**config.mk**
```make
export PLATFORM = sky130hd
export DESIGN_NAME = wiper_step_ctrl
export DESIGN_NICKNAME = d
export VERILOG_FILES = /design/src/rtl/wiper_step_pkg.sv /design/src/rtl/wiper_step_sel.sv /design/src/rtl/wiper_step_seq.sv /design/src/rtl/wiper_step_calc.sv /design/src/rtl/wiper_step_ctrl.sv
export SDC_FILE = /design/constraint.sdc
export NUM_CORES = 1
export LEC_CHECK = 0
export BUFFER_PORTS_ARGS = -buffer_cell sky130_fd_sc_hd__buf_2
export CELL_PAD_IN_SITES_DETAIL_PLACEMENT = 1
export CELL_PAD_IN_SITES_GLOBAL_PLACEMENT = 1
export CORE_MARGIN = 2
export CORE_UTILIZATION = 35
export DETAILED_ROUTE_END_ITERATION = 7
export PLACE_DENSITY = 0.82
export SYNTH_ARGS = -nofsm -noshare
export SYNTH_HDL_FRONTEND = slang
export SYNTH_SLANG_ARGS = --single-unit
```
**constraint.sdc**
```tcl
create_clock -name clk -period 3 [get_ports clk]
set_clock_uncertainty 0.2 [all_clocks]
set_input_delay 0.45 -clock clk [delete_from_list [all_inputs] [get_ports clk]]
set_output_delay 0.45 -clock clk [all_outputs]
set_load 0.03 [all_outputs]
```
**src/rtl/wiper_step_pkg.sv**
```systemverilog
package wiper_step_pkg;
   typedef enum logic {
      DIR_DOWN = 1'b0,
      DIR_UP   = 1'b1
   } step_dir_e;
endpackage

```
**src/rtl/wiper_step_sel.sv**
```systemverilog
module wiper_step_sel #(
   parameter int WIPER_W = 8,
   parameter int NUM_CH  = 4,
   localparam int CH_W   = (NUM_CH > 1) ? $clog2(NUM_CH) : 1
) (
   input  logic [NUM_CH*WIPER_W-1:0] wiper_all,
   input  logic [CH_W-1:0]           chan,
   output logic [WIPER_W-1:0]        cur_val
);
   generate
      if (NUM_CH == 1) begin : g_single
         logic unused_chan;
         assign unused_chan = ^chan;
         assign cur_val = wiper_all;
      end else begin : g_multi
         logic [WIPER_W-1:0] slice [NUM_CH];
         for (genvar i = 0; i < NUM_CH; i++) begin : g_slice
            assign slice[i] = wiper_all[i*WIPER_W +: WIPER_W];
         end
         always_comb begin
            cur_val = '0;
            for (int k = 0; k < NUM_CH; k++) begin
               if (chan == CH_W'(k)) cur_val = slice[k];
            end
         end
      end
   endgenerate
endmodule

```
**src/rtl/wiper_step_seq.sv**
```systemverilog
module wiper_step_seq
   import wiper_step_pkg::*;
#(
   parameter int NUM_CH = 4,
   localparam int CH_W  = (NUM_CH > 1) ? $clog2(NUM_CH) : 1
) (
   input  logic            clk,
   input  logic            rst_n,
   input  logic            scl_rise,
   input  logic            scl_fall,
   input  logic            sda_lvl,
   input  logic            start_det,
   input  logic            stop_det,
   input  logic            arm,
   input  logic [CH_W-1:0] arm_chan,
   output logic            active,
   output logic [CH_W-1:0] chan,
   output logic            fire,
   output step_dir_e       dir
);
   logic bus_break;
   logic pend;

   assign bus_break = start_det | stop_det;

   always_ff @(posedge clk or negedge rst_n) begin
      if (!rst_n) begin
         active <= 1'b0;
         chan   <= '0;
         pend   <= 1'b0;
         dir    <= DIR_DOWN;
      end else if (bus_break) begin
         active <= 1'b0;
         pend   <= 1'b0;
      end else if (arm) begin
         active <= 1'b1;
         chan   <= arm_chan;
         pend   <= 1'b0;
      end else if (active) begin
         if (scl_rise) begin
            pend <= 1'b1;
            dir  <= sda_lvl ? DIR_UP : DIR_DOWN;
         end else if (scl_fall) begin
            pend <= 1'b0;
         end
      end
   end

   assign fire = active & pend & scl_fall & ~bus_break & ~arm;
endmodule

```
**src/rtl/wiper_step_calc.sv**
```systemverilog
module wiper_step_calc
   import wiper_step_pkg::*;
#(
   parameter int WIPER_W = 8,
   parameter int NUM_CH  = 4,
   localparam int CH_W   = (NUM_CH > 1) ? $clog2(NUM_CH) : 1,
   localparam logic [WIPER_W-1:0] TOP_VAL = {WIPER_W{1'b1}}
) (
   input  logic               clk,
   input  logic               rst_n,
   input  logic               fire,
   input  step_dir_e          dir,
   input  logic [CH_W-1:0]    chan,
   input  logic [WIPER_W-1:0] cur_val,
   output logic               upd_vld,
   output logic [CH_W-1:0]    upd_chan,
   output logic [WIPER_W-1:0] upd_val
);
   logic [WIPER_W-1:0] next_val;

   always_comb begin
      next_val = cur_val;
      if (dir == DIR_UP) begin
         if (cur_val != TOP_VAL) next_val = cur_val + 1'b1;
      end else begin
         if (cur_val != '0) next_val = cur_val - 1'b1;
      end
   end

   always_ff @(posedge clk or negedge rst_n) begin
      if (!rst_n) begin
         upd_vld  <= 1'b0;
         upd_chan <= '0;
         upd_val  <= '0;
      end else begin
         upd_vld <= fire;
         if (fire) begin
            upd_chan <= chan;
            upd_val  <= next_val;
         end
      end
   end
endmodule

```
**src/rtl/wiper_step_ctrl.sv**
```systemverilog
module wiper_step_ctrl
   import wiper_step_pkg::*;
#(
   parameter int WIPER_W = 8,
   parameter int NUM_CH  = 4,
   localparam int CH_W   = (NUM_CH > 1) ? $clog2(NUM_CH) : 1
) (
   input  logic                      clk,
   input  logic                      rst_n,
   input  logic                      scl_rise,
   input  logic                      scl_fall,
   input  logic                      sda_lvl,
   input  logic                      start_det,
   input  logic                      stop_det,
   input  logic                      arm,
   input  logic [CH_W-1:0]           arm_chan,
   input  logic [NUM_CH*WIPER_W-1:0] wiper_all,
   output logic                      step_active,
   output logic                      upd_vld,
   output logic [CH_W-1:0]           upd_chan,
   output logic [WIPER_W-1:0]        upd_val
);
   generate
      if (WIPER_W < 2) begin : g_bad_width
         $error("wiper_step_ctrl: WIPER_W must be at least 2");
      end
      if (NUM_CH < 1) begin : g_bad_chan
         $error("wiper_step_ctrl: NUM_CH must be at least 1");
      end
   endgenerate

   logic               fire;
   step_dir_e          dir;
   logic [CH_W-1:0]    chan;
   logic [WIPER_W-1:0] cur_sel;

   wiper_step_seq #(.NUM_CH(NUM_CH)) u_seq (
      .clk(clk), .rst_n(rst_n),
      .scl_rise(scl_rise), .scl_fall(scl_fall), .sda_lvl(sda_lvl),
      .start_det(start_det), .stop_det(stop_det),
      .arm(arm), .arm_chan(arm_chan),
      .active(step_active), .chan(chan), .fire(fire), .dir(dir)
   );

   wiper_step_sel #(.WIPER_W(WIPER_W), .NUM_CH(NUM_CH)) u_sel (
      .wiper_all(wiper_all), .chan(chan), .cur_val(cur_sel)
   );

   wiper_step_calc #(.WIPER_W(WIPER_W), .NUM_CH(NUM_CH)) u_calc (
      .clk(clk), .rst_n(rst_n), .fire(fire), .dir(dir), .chan(chan),
      .cur_val(cur_sel),
      .upd_vld(upd_vld), .upd_chan(upd_chan), .upd_val(upd_val)
   );
endmodule

```
# After elaboration in Yosys (flattened, before gate mapping)
# Cells that the tools add are included.
# Widths: inputs -> output; s select.
[op_classes] bitwise=7 n_eq_ne=4 muxes=15 n_addsub=2 reduce_logical=8
[ops] cell="$mux 8" n=7
[ops] cell="$add 8x1->8 const B" n=1
[ops] cell="$mux 1" n=8
[ops] cell="$ne 8x8->1 const B" n=1
[ops] cell="$reduce_bool 8->1" n=1
[ops] cell="$sub 8x1->8 const B" n=1
[ops] cell="$and 1x1->1" n=4
[ops] cell="$eq 2x2->1 const B" n=2
[ops] cell="$reduce_and 2->1" n=2
[ops] cell="$reduce_and 4->1" n=1
[ops] cell="$reduce_bool 4->1" n=1
[ops] cell="$reduce_bool 3->1" n=1
[ops] cell="$eq 2x1->1 const B" n=1
[ops] cell="$logic_not 2->1" n=1
[ops] cell="$not 1->1" n=2
[ops] cell="$reduce_bool 2->1" n=1
[ops] cell="$or 1x1->1" n=1
[word_totals] in_bits=42 word_cells=43 regBits=16 output_inout_bits=12

# Longest topological paths before layout
# Gate-level depths: netlist of the first run.
[depth] depth_word=8 ltp_mapped=8 ltp_nobuf=7

# Cells and area by module
# Synthesis of the first run repeated with hierarchy kept, for this count alone.
[hier_totals] cells_unflattened=123 hier_area_um2=1263.7
[modules_own_cells] module="wiper_step_calc" instances=1 area_per_inst_um2=848.3 seq_area_each_um2=275.3 cells_per_inst=96
[modules_own_cells] module="wiper_step_seq" instances=1 area_per_inst_um2=219.0 seq_area_each_um2=125.1 cells_per_inst=17
[modules_own_cells] module="wiper_step_sel" instances=1 area_per_inst_um2=196.4 seq_area_each_um2=0.0 cells_per_inst=10

# Worst setup path before layout of the first run
# No wires, ideal clock.
[synth_timing] path_type="register to register" start="reg u_seq.chan[0]" end="reg u_calc.upd_val[0]" arrival_time_ps=2099 t_required_ps=2663 setup_time_ps=137 period_less_slack_ps=2437 path_slack_ps=563 n_path_buf=1 path_stages_with_launch=9 path_cell_list="dfrtp_1 buf_6 mux4_2 inv_1 ha_1 nor3b_1 a21oi_2 o211ai_1 o311ai_1"
[synth_via] elab_chain_cells=8 elab_cells_between_ends=15 classes_between="add/sub: 2; eq/ne: 4; mux: 7; reduce/logical: 2"
[synth_lines] element="start, declared" line_no="wiper_step_seq.sv:17" text="output logic [CH_W-1:0] chan,"
[synth_lines] element="start signal, assigned" line_no="wiper_step_seq.sv:37" text="chan <= arm_chan;"
[synth_lines] element="$logic_not 2->1" line_no="wiper_step_sel.sv:23" text="if (chan == CH_W'(k)) cur_val = slice[k];"
[synth_lines] element="$mux 8 (3 in a row)" line_no="wiper_step_sel.sv:23"
[synth_lines] element="$mux 8 (*)" line_no="wiper_step_sel.sv:23"
[synth_lines] element="$sub 8x1->8, or another cell as far along" line_no="wiper_step_calc.sv:26" text="if (cur_val != '0) next_val = cur_val - 1'b1;"
[synth_lines] element="$mux 8 (on tied branches)" line_no="wiper_step_calc.sv:26, wiper_step_calc.sv:24"
[synth_lines] element="$mux 8 (*)" line_no="wiper_step_calc.sv:23" text="if (dir == DIR_UP) begin"
[synth_lines] element="end signal, assigned" line_no="wiper_step_calc.sv:39" text="upd_val <= next_val;"
[synth_lines] element="end, declared" line_no="wiper_step_calc.sv:17" text="output logic [WIPER_W-1:0] upd_val"
# Every way passes the cells marked *; elsewhere a longest branch is shown, timed or not.
# A chain may end at the register's enable or synchronous reset.

# Final worst setup path of the first run
# Same ends and word-level chain as after synthesis.

==> results.sh, run 1 <==
export IMPL_ctsHtreeMaxLevel=1
export IMPL_yosys_most_used_dff="dfrtp_1"
export IMPL_pwr_share_seq=0.348
export IMPL_clock_path_buffers=2
export IMPL_crit_family="multiplexers"
export IMPL_finalHoldViolCount=0
export IMPL_root_buffer="clkbuf_4"
export IMPL_end_kind="register"
export IMPL_worst_setup_path_start_kind="register"
export IMPL_yosys_area_top_type="dfrtp_1"
export IMPL_setup_violations=0
export IMPL_swShare=0.393
export IMPL_dp_slack_ns=0.110
export IMPL_maxCapViolations=0
export IMPL_wire_per_inst_um=17.0
export IMPL_min_path_type="input pin to register"
export IMPL_cts_tree="built"
export IMPL_worstMarginPinSlew_ns=0.469
export IMPL_synth_area_mm2=0.00127
export IMPL_numPortBuffers=53
export IMPL_setup_tns_ns=0
export IMPL_grt_pass1_wl_um=6490
export IMPL_synth_cell_types=47
export IMPL_outcome="finished clean"
export IMPL_initialDrtViolationCount=44
export IMPL_critPathKind="register to register"
export IMPL_crit_buf_inv=1
export IMPL_rsz0062_at_grt="false"
export IMPL_ys_ff_latch=16
export IMPL_finalNetCount=230
export IMPL_wl_um=3900
export IMPL_clock_sinks=16
export IMPL_synth_top_area_share=0.314
export IMPL_p_leak_nw=0.777
export IMPL_vias_per_cell=5.49
export IMPL_slowest_stage="mux4_2"
export IMPL_synth_area_top_cells="dfrtp_1 (31%), mux4_2 (8.8%), nand2_1 (7.1%), mux4_1 (4.1%), ha_1 (2.9%)"
export IMPL_seq_area_frac_synth=0.314
export IMPL_ios=54
export IMPL_drt_first_pass_iters=4
export IMPL_clk_latency_ns=0.29
export IMPL_fp_row_count=21
export IMPL_avgSynthCellArea_um2=9.72
export IMPL_crit_chain="mux4_2 -> inv_1 -> ha_1 -> nor3b_2 -> a21oi_2 -> o211ai_1 -> o311ai_1"
export IMPL_core_area_mm2=0.00342
export IMPL_post_dp_cell_area_mm2=0.00157
export IMPL_fin_crit_ns=2.62
export IMPL_drv_slew=0
export IMPL_antenna_found_initial=0
export IMPL_yosysMostFrequentCell="nand2_1"
export IMPL_die_w_um=64.3
export IMPL_slew_headroom=0.685
export IMPL_diodes=0
export IMPL_synth_edf_count=0
export IMPL_p_int_mw=0.443
export IMPL_min_period_over_period=0.873
export IMPL_power_switching_mw=0.286
export IMPL_vias=1262
export IMPL_drcViolationCount=0
export IMPL_drive_gt1_frac=0.408
export IMPL_synth_common_cells="nand2_1 (24), dfrtp_1 (16), a21oi_1 (7)"
export IMPL_cp_max_fo=10
export IMPL_power_frac_comb=0.451
export IMPL_grt_max_degree=17
export IMPL_synth_cells=131
export IMPL_grt_ovfl_total=0
export IMPL_setup_slack_ns=0.381
export IMPL_finish_instance_area_mm2=0.00162
export IMPL_ys_warn_count=0
export IMPL_clk_pin_slew_ns=0.10
export IMPL_required_ns=2.97
export IMPL_clkPwrFrac=0.201
export IMPL_ir_drop_uv=232
export IMPL_p_per_area_mw_per_mm2=450
export IMPL_async_reset_ff_frac=1.00
export IMPL_cts_buffers=3
export IMPL_final_util=0.474
export IMPL_ant_nets=0
export IMPL_dp_hpwl_um=3130
export IMPL_grt_pass1_vias=1405
export IMPL_initial_core_util=0.373
export IMPL_syn_to_final_growth_pct=27.0
export IMPL_syn_nets=176
export IMPL_place_congestion=0.885
export IMPL_fmax_mhz=382
export IMPL_grtUsageTotal=0.205
export IMPL_cpPeakStageDelay_ns=0.64
export IMPL_dieArea_mm2=0.00414
export IMPL_die_h_um=64.3
export IMPL_finalPower_mw=0.729
export IMPL_crit_arrival_ns=2.59
==> area by class of cell <==
| type | count | area, µm² |
|---|---|---|
| clock buffers | 4 | 36.3 |
| flip-flops and latches | 16 | 402 |
| repair buffers | 55 | 283 |
| inverters | 5 | 18.8 |
| multi-input cells | 104 | 821 |
| fillers | 435 | 1800 |
| well taps | 46 | 57.6 |
==> placed cells by master (no fill, tap or decap), types with 3 or more instances in the layout <==
cell      instances
mux2_2            3
mux4_2            5
nand3_1           6
o21ai_0           5
ha_1              3
clkbuf_4          3
a21oi_1           7
dfrtp_1          15
buf_2            53
nor2_1            6
inv_1             5
nand2_1          24
==> flip-flops by register name (all words and copies together), names as in the netlist <==
name and count:
u_calc.upd_vld 1, u_seq.dir 1, u_calc.upd_chan 2, u_seq.pend 1, u_seq.chan 2, u_seq.active 1, u_calc.upd_val 8
==> cell families (layout without fill, tap and decap cells) <==
group                      count (synthesis)  after routing  share of synthesized area
buffers and inverters                     11             64                     0.0452
xor gates and xnor gates                   4              4                     0.0275
adders and majority gates                  3              3                     0.0295
muxes                                     11             11                      0.176
AOI/OAI and AO/OA                         33             33                      0.188
and+or+nand+nor                           53             53                      0.220
DFF                                       16             16                      0.314
==> routing by layer <==
metal,vias to the layer above,routed length (µm),share of wire,global-route usage
met2,38,2090,0.54,0.379
li1,600,-,-,-
met5,-,0,0,0
met1,611,1550,0.40,0.226
met4,0,114,0.029,0.0771
met3,13,151,0.039,0.0475
==> power by group through the flow <==
stage	combinational (mW)	sequential, mW	clock, mW
after CTS	0.328	0.253	0.152
after global placement	0.311	0.257	0
final	0.329	0.253	0.146
after detailed placement	0.323	0.258	0
after global routing	0.364	0.258	0.161
after floorplan	0.266	0.236	0
==> final timing paths <==
check	from	end	slack, ns	depth (start not counted)
setup / recovery	u_seq.chan[0]$_DFFE_PN0P_	u_calc.upd_val[0]$_DFFE_PN0P_	0.38	7
hold / removal	arm_chan[1]	u_seq.chan[1]$_DFFE_PN0P_	0.19	2
hold reg to reg	u_calc.upd_chan[0]$_DFFE_PN0P_	u_calc.upd_chan[0]$_DFFE_PN0P_	0.28	2
setup reg to reg	u_seq.chan[0]$_DFFE_PN0P_	u_calc.upd_val[0]$_DFFE_PN0P_	0.38	7
min in group asynchronous	rst_n	u_calc.upd_val[0]$_DFFE_PN0P_	0.40	2
max in group asynchronous	rst_n	u_seq.chan[0]$_DFFE_PN0P_	1.90	2
==> stage by stage <==
step	hold slack, ns	instances
final	0.191	230
after global routing	0.191	230
after CTS	0.188	230
after detailed placement	0.191	225
after global placement	0.181	225
after floorplan	-0.0456	131
==> timing repair <==
action | 4_1_cts | 5_1_grt
setup endpoints to repair | 0 | 6
buffers inserted | 0 | 0
gates resized for setup | 0 | 2
hold endpoints to repair | 16 | 0
hold buffers | 1 | 0
Power figures use the tool's default switching activity.
==> run 2, diff against run 1 <==
RECOVER_POWER = 25   (was not set)
==> run 2 against run 1 <==
  * Clock-buffer cell count did not move
  * Critical path depth unchanged
  * Largest power group unchanged
  * Critical endpoint unchanged
  * Sequential share of layout area is essentially flat
  * Largest cell class unchanged
  * Sequential power about the same
  * Design area barely moved
  * Non-clock buffer count unchanged
  * Die area stayed put
==> results.sh, run 2 (synthesis gave the netlist of run 1 again) <==
export IMPL_ant_nets=0
export IMPL_min_path_type="input pin to register"
export IMPL_initial_core_util=0.373
export IMPL_drcViolationCount=0
export IMPL_syn_to_final_growth_pct=26.9
export IMPL_vias_per_cell=5.48
export IMPL_wl_um=3900
export IMPL_worstMarginPinSlew_ns=0.935
export IMPL_root_buffer="clkbuf_4"
export IMPL_crit_arrival_ns=2.59
export IMPL_crit_buf_inv=1
export IMPL_whs_ns=0.191
export IMPL_dp_hpwl_um=3130
export IMPL_finalHoldViolCount=0
export IMPL_clock_sinks=16
export IMPL_grt_max_degree=17
export IMPL_finalNetCount=230
export IMPL_maxCapViolations=0
export IMPL_place_congestion=0.885
export IMPL_r2r_end="u_calc.upd_val[0]$_DFFE_PN0P_"
export IMPL_drt_first_pass_iters=4
export IMPL_drive_gt1_frac=0.402
export IMPL_setup_tns_ns=0
export IMPL_cp_max_fo=10
export IMPL_ctsHtreeMaxLevel=1
export IMPL_clk_latency_ns=0.29
export IMPL_reg2reg_slack_ns=0.38
export IMPL_reg_largest_list="u_calc.upd_val: 8 flops, u_calc.upd_chan: 2 flops, u_seq.chan: 2 flops"
export IMPL_final_common_cell="buf_2"
export IMPL_crit_family="multiplexers"
export IMPL_critPathKind="register to register"
export IMPL_grt_pass1_vias=1405
export IMPL_p_leak_nw=0.774
export IMPL_fin_crit_ns=2.62
export IMPL_finalPower_mw=0.729
export IMPL_outcome="finished clean"
export IMPL_clock_path_buffers=2
export IMPL_grt_pass1_wl_um=6490
export IMPL_final_cells=230
export IMPL_wire_per_inst_um=17.0
export IMPL_crit_cells=7
export IMPL_initialDrtViolationCount=44
export IMPL_cts_buffers=3
export IMPL_dieArea_mm2=0.00414
export IMPL_regMostFlops="u_calc.upd_val"
export IMPL_dp_cells=225
export IMPL_required_ns=2.97
export IMPL_worst_setup_path_start_kind="register"
export IMPL_post_dp_cell_area_mm2=0.00157
export IMPL_die_w_um=64.3
export IMPL_die_h_um=64.3
export IMPL_slowest_stage="mux4_2"
export IMPL_rr_worst_depth=7
export IMPL_cpPeakStageDelay_ns=0.64
export IMPL_worstSetupStartpoint="u_seq.chan[0]$_DFFE_PN0P_"
export IMPL_cts_tree="built"
export IMPL_end_kind="register"
export IMPL_setup_violations=0
export IMPL_diodes=0
export IMPL_finish_instance_area_mm2=0.00162
export IMPL_slew_headroom=0.377
export IMPL_grt_ovfl_total=0
export IMPL_grtUsageTotal=0.205
export IMPL_min_period_over_period=0.873
export IMPL_largest_register_ff_count=8
export IMPL_r2r_start="u_seq.chan[0]$_DFFE_PN0P_"
export IMPL_crit_chain="mux4_2 -> inv_1 -> ha_1 -> nor3b_2 -> a21oi_2 -> o211ai_1 -> o311ai_1"
export IMPL_numPortBuffers=53
export IMPL_p_per_area_mw_per_mm2=451
export IMPL_drv_slew=0
export IMPL_core_area_mm2=0.00342
export IMPL_fp_row_count=21
export IMPL_clk_pin_slew_ns=0.10
export IMPL_ios=54
export IMPL_antenna_found_initial=0
export IMPL_vias=1260
export IMPL_ir_drop_uv=232
export IMPL_cp_endpoint="u_calc.upd_val[0]$_DFFE_PN0P_"
export IMPL_rsz0062_at_grt="false"
export IMPL_fmax_mhz=382
export IMPL_layout_common_cells="buf_2 (52), nand2_1 (24), dfrtp_1 (15)"
[run 2: through the flow]
step           setup WS, ns   util
6_report              0.382  0.473
5_1_grt               0.169  0.473
4_1_cts              0.0762  0.472
3_5_place_dp          0.110  0.458
3_3_place_gp          0.238  0.458
2_1_floorplan         0.563      -
[run 2: metal layers]
layer	vias to the layer above	part of all wire	wire [µm]	track usage
li1	600	-	-	-
met1	609	0.40	1550	0.226
met2	38	0.53	2090	0.379
met3	13	0.038	148	0.0475
met4	0	0.029	114	0.0771
met5	-	0	0	0
[run 2: worst reg2reg max path, delay by kind of cell, from the launching register on]
kind	cells	cell delay, ns
AOI/OAI and AO/OA	3	0.49
adders and majority gates	1	0.21
buffers and inverters	1	0.14
DFF	1	0.53
muxes	1	0.64
and+or+nand+nor	1	0.30
[run 2: area by class of cell]
cell class,instances,area [µm²]
well taps,46,57.6
multi-input cells,104,821
clock buffers,4,36.3
repair buffers,55,282
inverters,5,18.8
fillers,433,1800
flip-flops and latches,16,402
[run 2: repair_timing]
item	in CTS	in global routing
setup buffers	0	0
endpoints found under the hold margin	16	0
endpoints found under the setup margin	0	6
gates resized for setup	0	2
hold buffers	1	0
[run 2: how the worst min path moves through the flow]
stage | start | to | slack, ns | cells after the start
5_1_grt | arm_chan[1] | u_seq.chan[1]$_DFFE_PN0P_ | 0.19 | 2
6_report | arm_chan[1] | u_seq.chan[1]$_DFFE_PN0P_ | 0.19 | 2
4_1_cts | arm_chan[1] | u_seq.chan[1]$_DFFE_PN0P_ | 0.19 | 2
3_5_place_dp | rst_n | u_seq.dir$_DFFE_PN0P_ | 0.19 | 1
3_3_place_gp | rst_n | u_seq.active$_DFFE_PN0N_ | 0.18 | 1
2_1_floorplan | rst_n | u_calc.upd_chan[0]$_DFFE_PN0P_ | -0.05 | 0
[run 2: power breakdown]
part	total, mW	internal (mW)	leakage, nW	switching [mW]
combinational	0.329	0.144	0.536	0.185
sequential	0.253	0.224	0.217	0.0293
clock	0.146	0.0740	0.0210	0.0723
total	0.729	0.442	0.774	0.286
==> run 3, diff against run 2 <==
RECOVER_POWER = 100   (was 25)
==> run 3 against run 2 <==
  * Sequential cell count unchanged
  * Worst hold slack got worse by 0.00078 ns
  * Worst setup slack got worse by 0.065 ns
  * Combinational power about the same
  * Design area is 1.5% lower
  * First-iteration DRC count is 16% lower
  * Largest power group unchanged
  * Highest routed layer unchanged
==> results.sh, run 3 (synthesis gave the netlist of run 1 again) <==
export IMPL_r2r_start="u_seq.chan[0]$_DFFE_PN0P_"
export IMPL_hold_end="u_seq.chan[1]$_DFFE_PN0P_"
export IMPL_antenna_found_initial=0
export IMPL_hp_start="arm_chan[1]"
export IMPL_required_ns=2.97
export IMPL_fmax_mhz=373
export IMPL_die_w_um=64.3
export IMPL_rr_worst_depth=5
export IMPL_grt_max_degree=17
export IMPL_wl_um=3930
export IMPL_cp_max_fo=10
export IMPL_p_per_area_mw_per_mm2=456
export IMPL_clock_sinks=16
export IMPL_dp_slack_ns=0.110
export IMPL_ant_nets=0
export IMPL_clock_path_buffers=2
export IMPL_r2r_end="u_calc.upd_val[0]$_DFFE_PN0P_"
export IMPL_place_congestion=0.885
export IMPL_ir_drop_uv=231
export IMPL_vias_per_cell=5.50
export IMPL_final_util=0.466
export IMPL_root_buffer="clkbuf_4"
export IMPL_initialDrtViolationCount=37
export IMPL_fillers=436
export IMPL_dp_cells=225
export IMPL_largest_register_ff_count=8
export IMPL_cts_buffers=3
export IMPL_finalHoldViolCount=0
export IMPL_drive_gt1_frac=0.321
export IMPL_slew_headroom=0.375
export IMPL_critPathKind="register to register"
export IMPL_regMostFlops="u_calc.upd_val"
export IMPL_crit_buf_inv=0
export IMPL_min_path_type="input pin to register"
export IMPL_drv_slew=0
export IMPL_wire_per_inst_um=17.1
export IMPL_maxCapViolations=0
export IMPL_setup_slack_ns=0.317
export IMPL_clk_latency_ns=0.29
export IMPL_outcome="finished clean"
export IMPL_grtUsageTotal=0.205
export IMPL_reg2reg_slack_ns=0.32
export IMPL_worstMarginPinSlew_ns=0.937
export IMPL_crit_chain="mux4_4 -> nor4_4 -> a21oi_1 -> o211ai_1 -> o311ai_1"
export IMPL_final_common_cell="buf_2"
export IMPL_grt_ovfl_total=0
export IMPL_rsz0062_at_grt="false"
export IMPL_min_period_over_period=0.894
export IMPL_die_h_um=64.3
export IMPL_setup_tns_ns=0
export IMPL_worst_setup_path_start_kind="register"
export IMPL_clk_pin_slew_ns=0.10
export IMPL_initial_core_util=0.373
export IMPL_drcViolationCount=0
export IMPL_cts_tree="built"
export IMPL_end_kind="register"
export IMPL_finish_instance_area_mm2=0.00159
export IMPL_grt_pass1_vias=1405
export IMPL_ios=54
export IMPL_setup_violations=0
export IMPL_reg_largest_list="u_calc.upd_val: 8 flops, u_calc.upd_chan: 2 flops, u_seq.chan: 2 flops"
export IMPL_layout_common_cells="buf_2 (39), nand2_1 (24), clkbuf_1 (15), dfrtp_1 (15), a21oi_1 (8)"
export IMPL_final_cells=230
export IMPL_dp_hpwl_um=3130
export IMPL_cpPeakStageDelay_ns=0.77
export IMPL_crit_family="multiplexers"
export IMPL_core_area_mm2=0.00342
export IMPL_fp_row_count=21
export IMPL_fin_crit_ns=2.68
export IMPL_grt_pass1_wl_um=6490
export IMPL_dieArea_mm2=0.00414
export IMPL_slowest_stage="mux4_4"
export IMPL_p_leak_nw=0.715
export IMPL_diodes=0
export IMPL_multi_input_area_um2=817
export IMPL_syn_to_final_growth_pct=25.0
export IMPL_finalNetCount=230
export IMPL_whs_ns=0.190
export IMPL_vias=1266
export IMPL_worstSetupStartpoint="u_seq.chan[0]$_DFFE_PN0P_"
export IMPL_drt_first_pass_iters=4
export IMPL_numPortBuffers=53
export IMPL_finalPower_mw=0.727
export IMPL_post_dp_cell_area_mm2=0.00157
export IMPL_ctsHtreeMaxLevel=1
export IMPL_crit_arrival_ns=2.65
export IMPL_hold_depth=2
export IMPL_regArea_um2=402
run 3: cell count changes in the layout (fill, tap and decap cells not counted):
cell and delta:
clkbuf_1 +14, buf_4 -1, a21oi_2 -1, a21oi_1 +1, buf_2 -13
run 3: timing repair:
action                                  in CTS  in global routing
buffers inserted                             0                  0
endpoints found under the hold margin       16                  0
gates resized for setup                      0                  2
hold buffers                                 1                  0
endpoints found under the setup margin       0                  6
run 3: final cells by class:
cell class              count  area share
clock buffers               4      0.0228
inverters                   5      0.0118
multi-input cells         104       0.513
flip-flops and latches     16       0.252
well taps                  46      0.0361
repair buffers             55       0.164
run 3: power by group:
group | switching [mW] | internal (mW)
logic | 0.184 | 0.143
clock network | 0.0724 | 0.0740
registers | 0.0291 | 0.224
run 3: routing by layer:
layer,track usage,part of all wire
met5,0,0
met4,0.0771,0.029
met3,0.0475,0.036
met2,0.379,0.53
met1,0.226,0.40
run 3: worst max-delay path by stage:
stage                                     to  slack, ns  cells past startpoint
2_1_floorplan  u_calc.upd_val[0]$_DFFE_PN0P_       0.56                      8
3_3_place_gp   u_calc.upd_val[0]$_DFFE_PN0P_       0.24                      7
3_5_place_dp   u_calc.upd_val[0]$_DFFE_PN0P_       0.11                      7
4_1_cts        u_calc.upd_val[0]$_DFFE_PN0P_       0.08                      7
6_report       u_calc.upd_val[0]$_DFFE_PN0P_       0.32                      5
5_1_grt        u_calc.upd_val[0]$_DFFE_PN0P_        0.1                      7
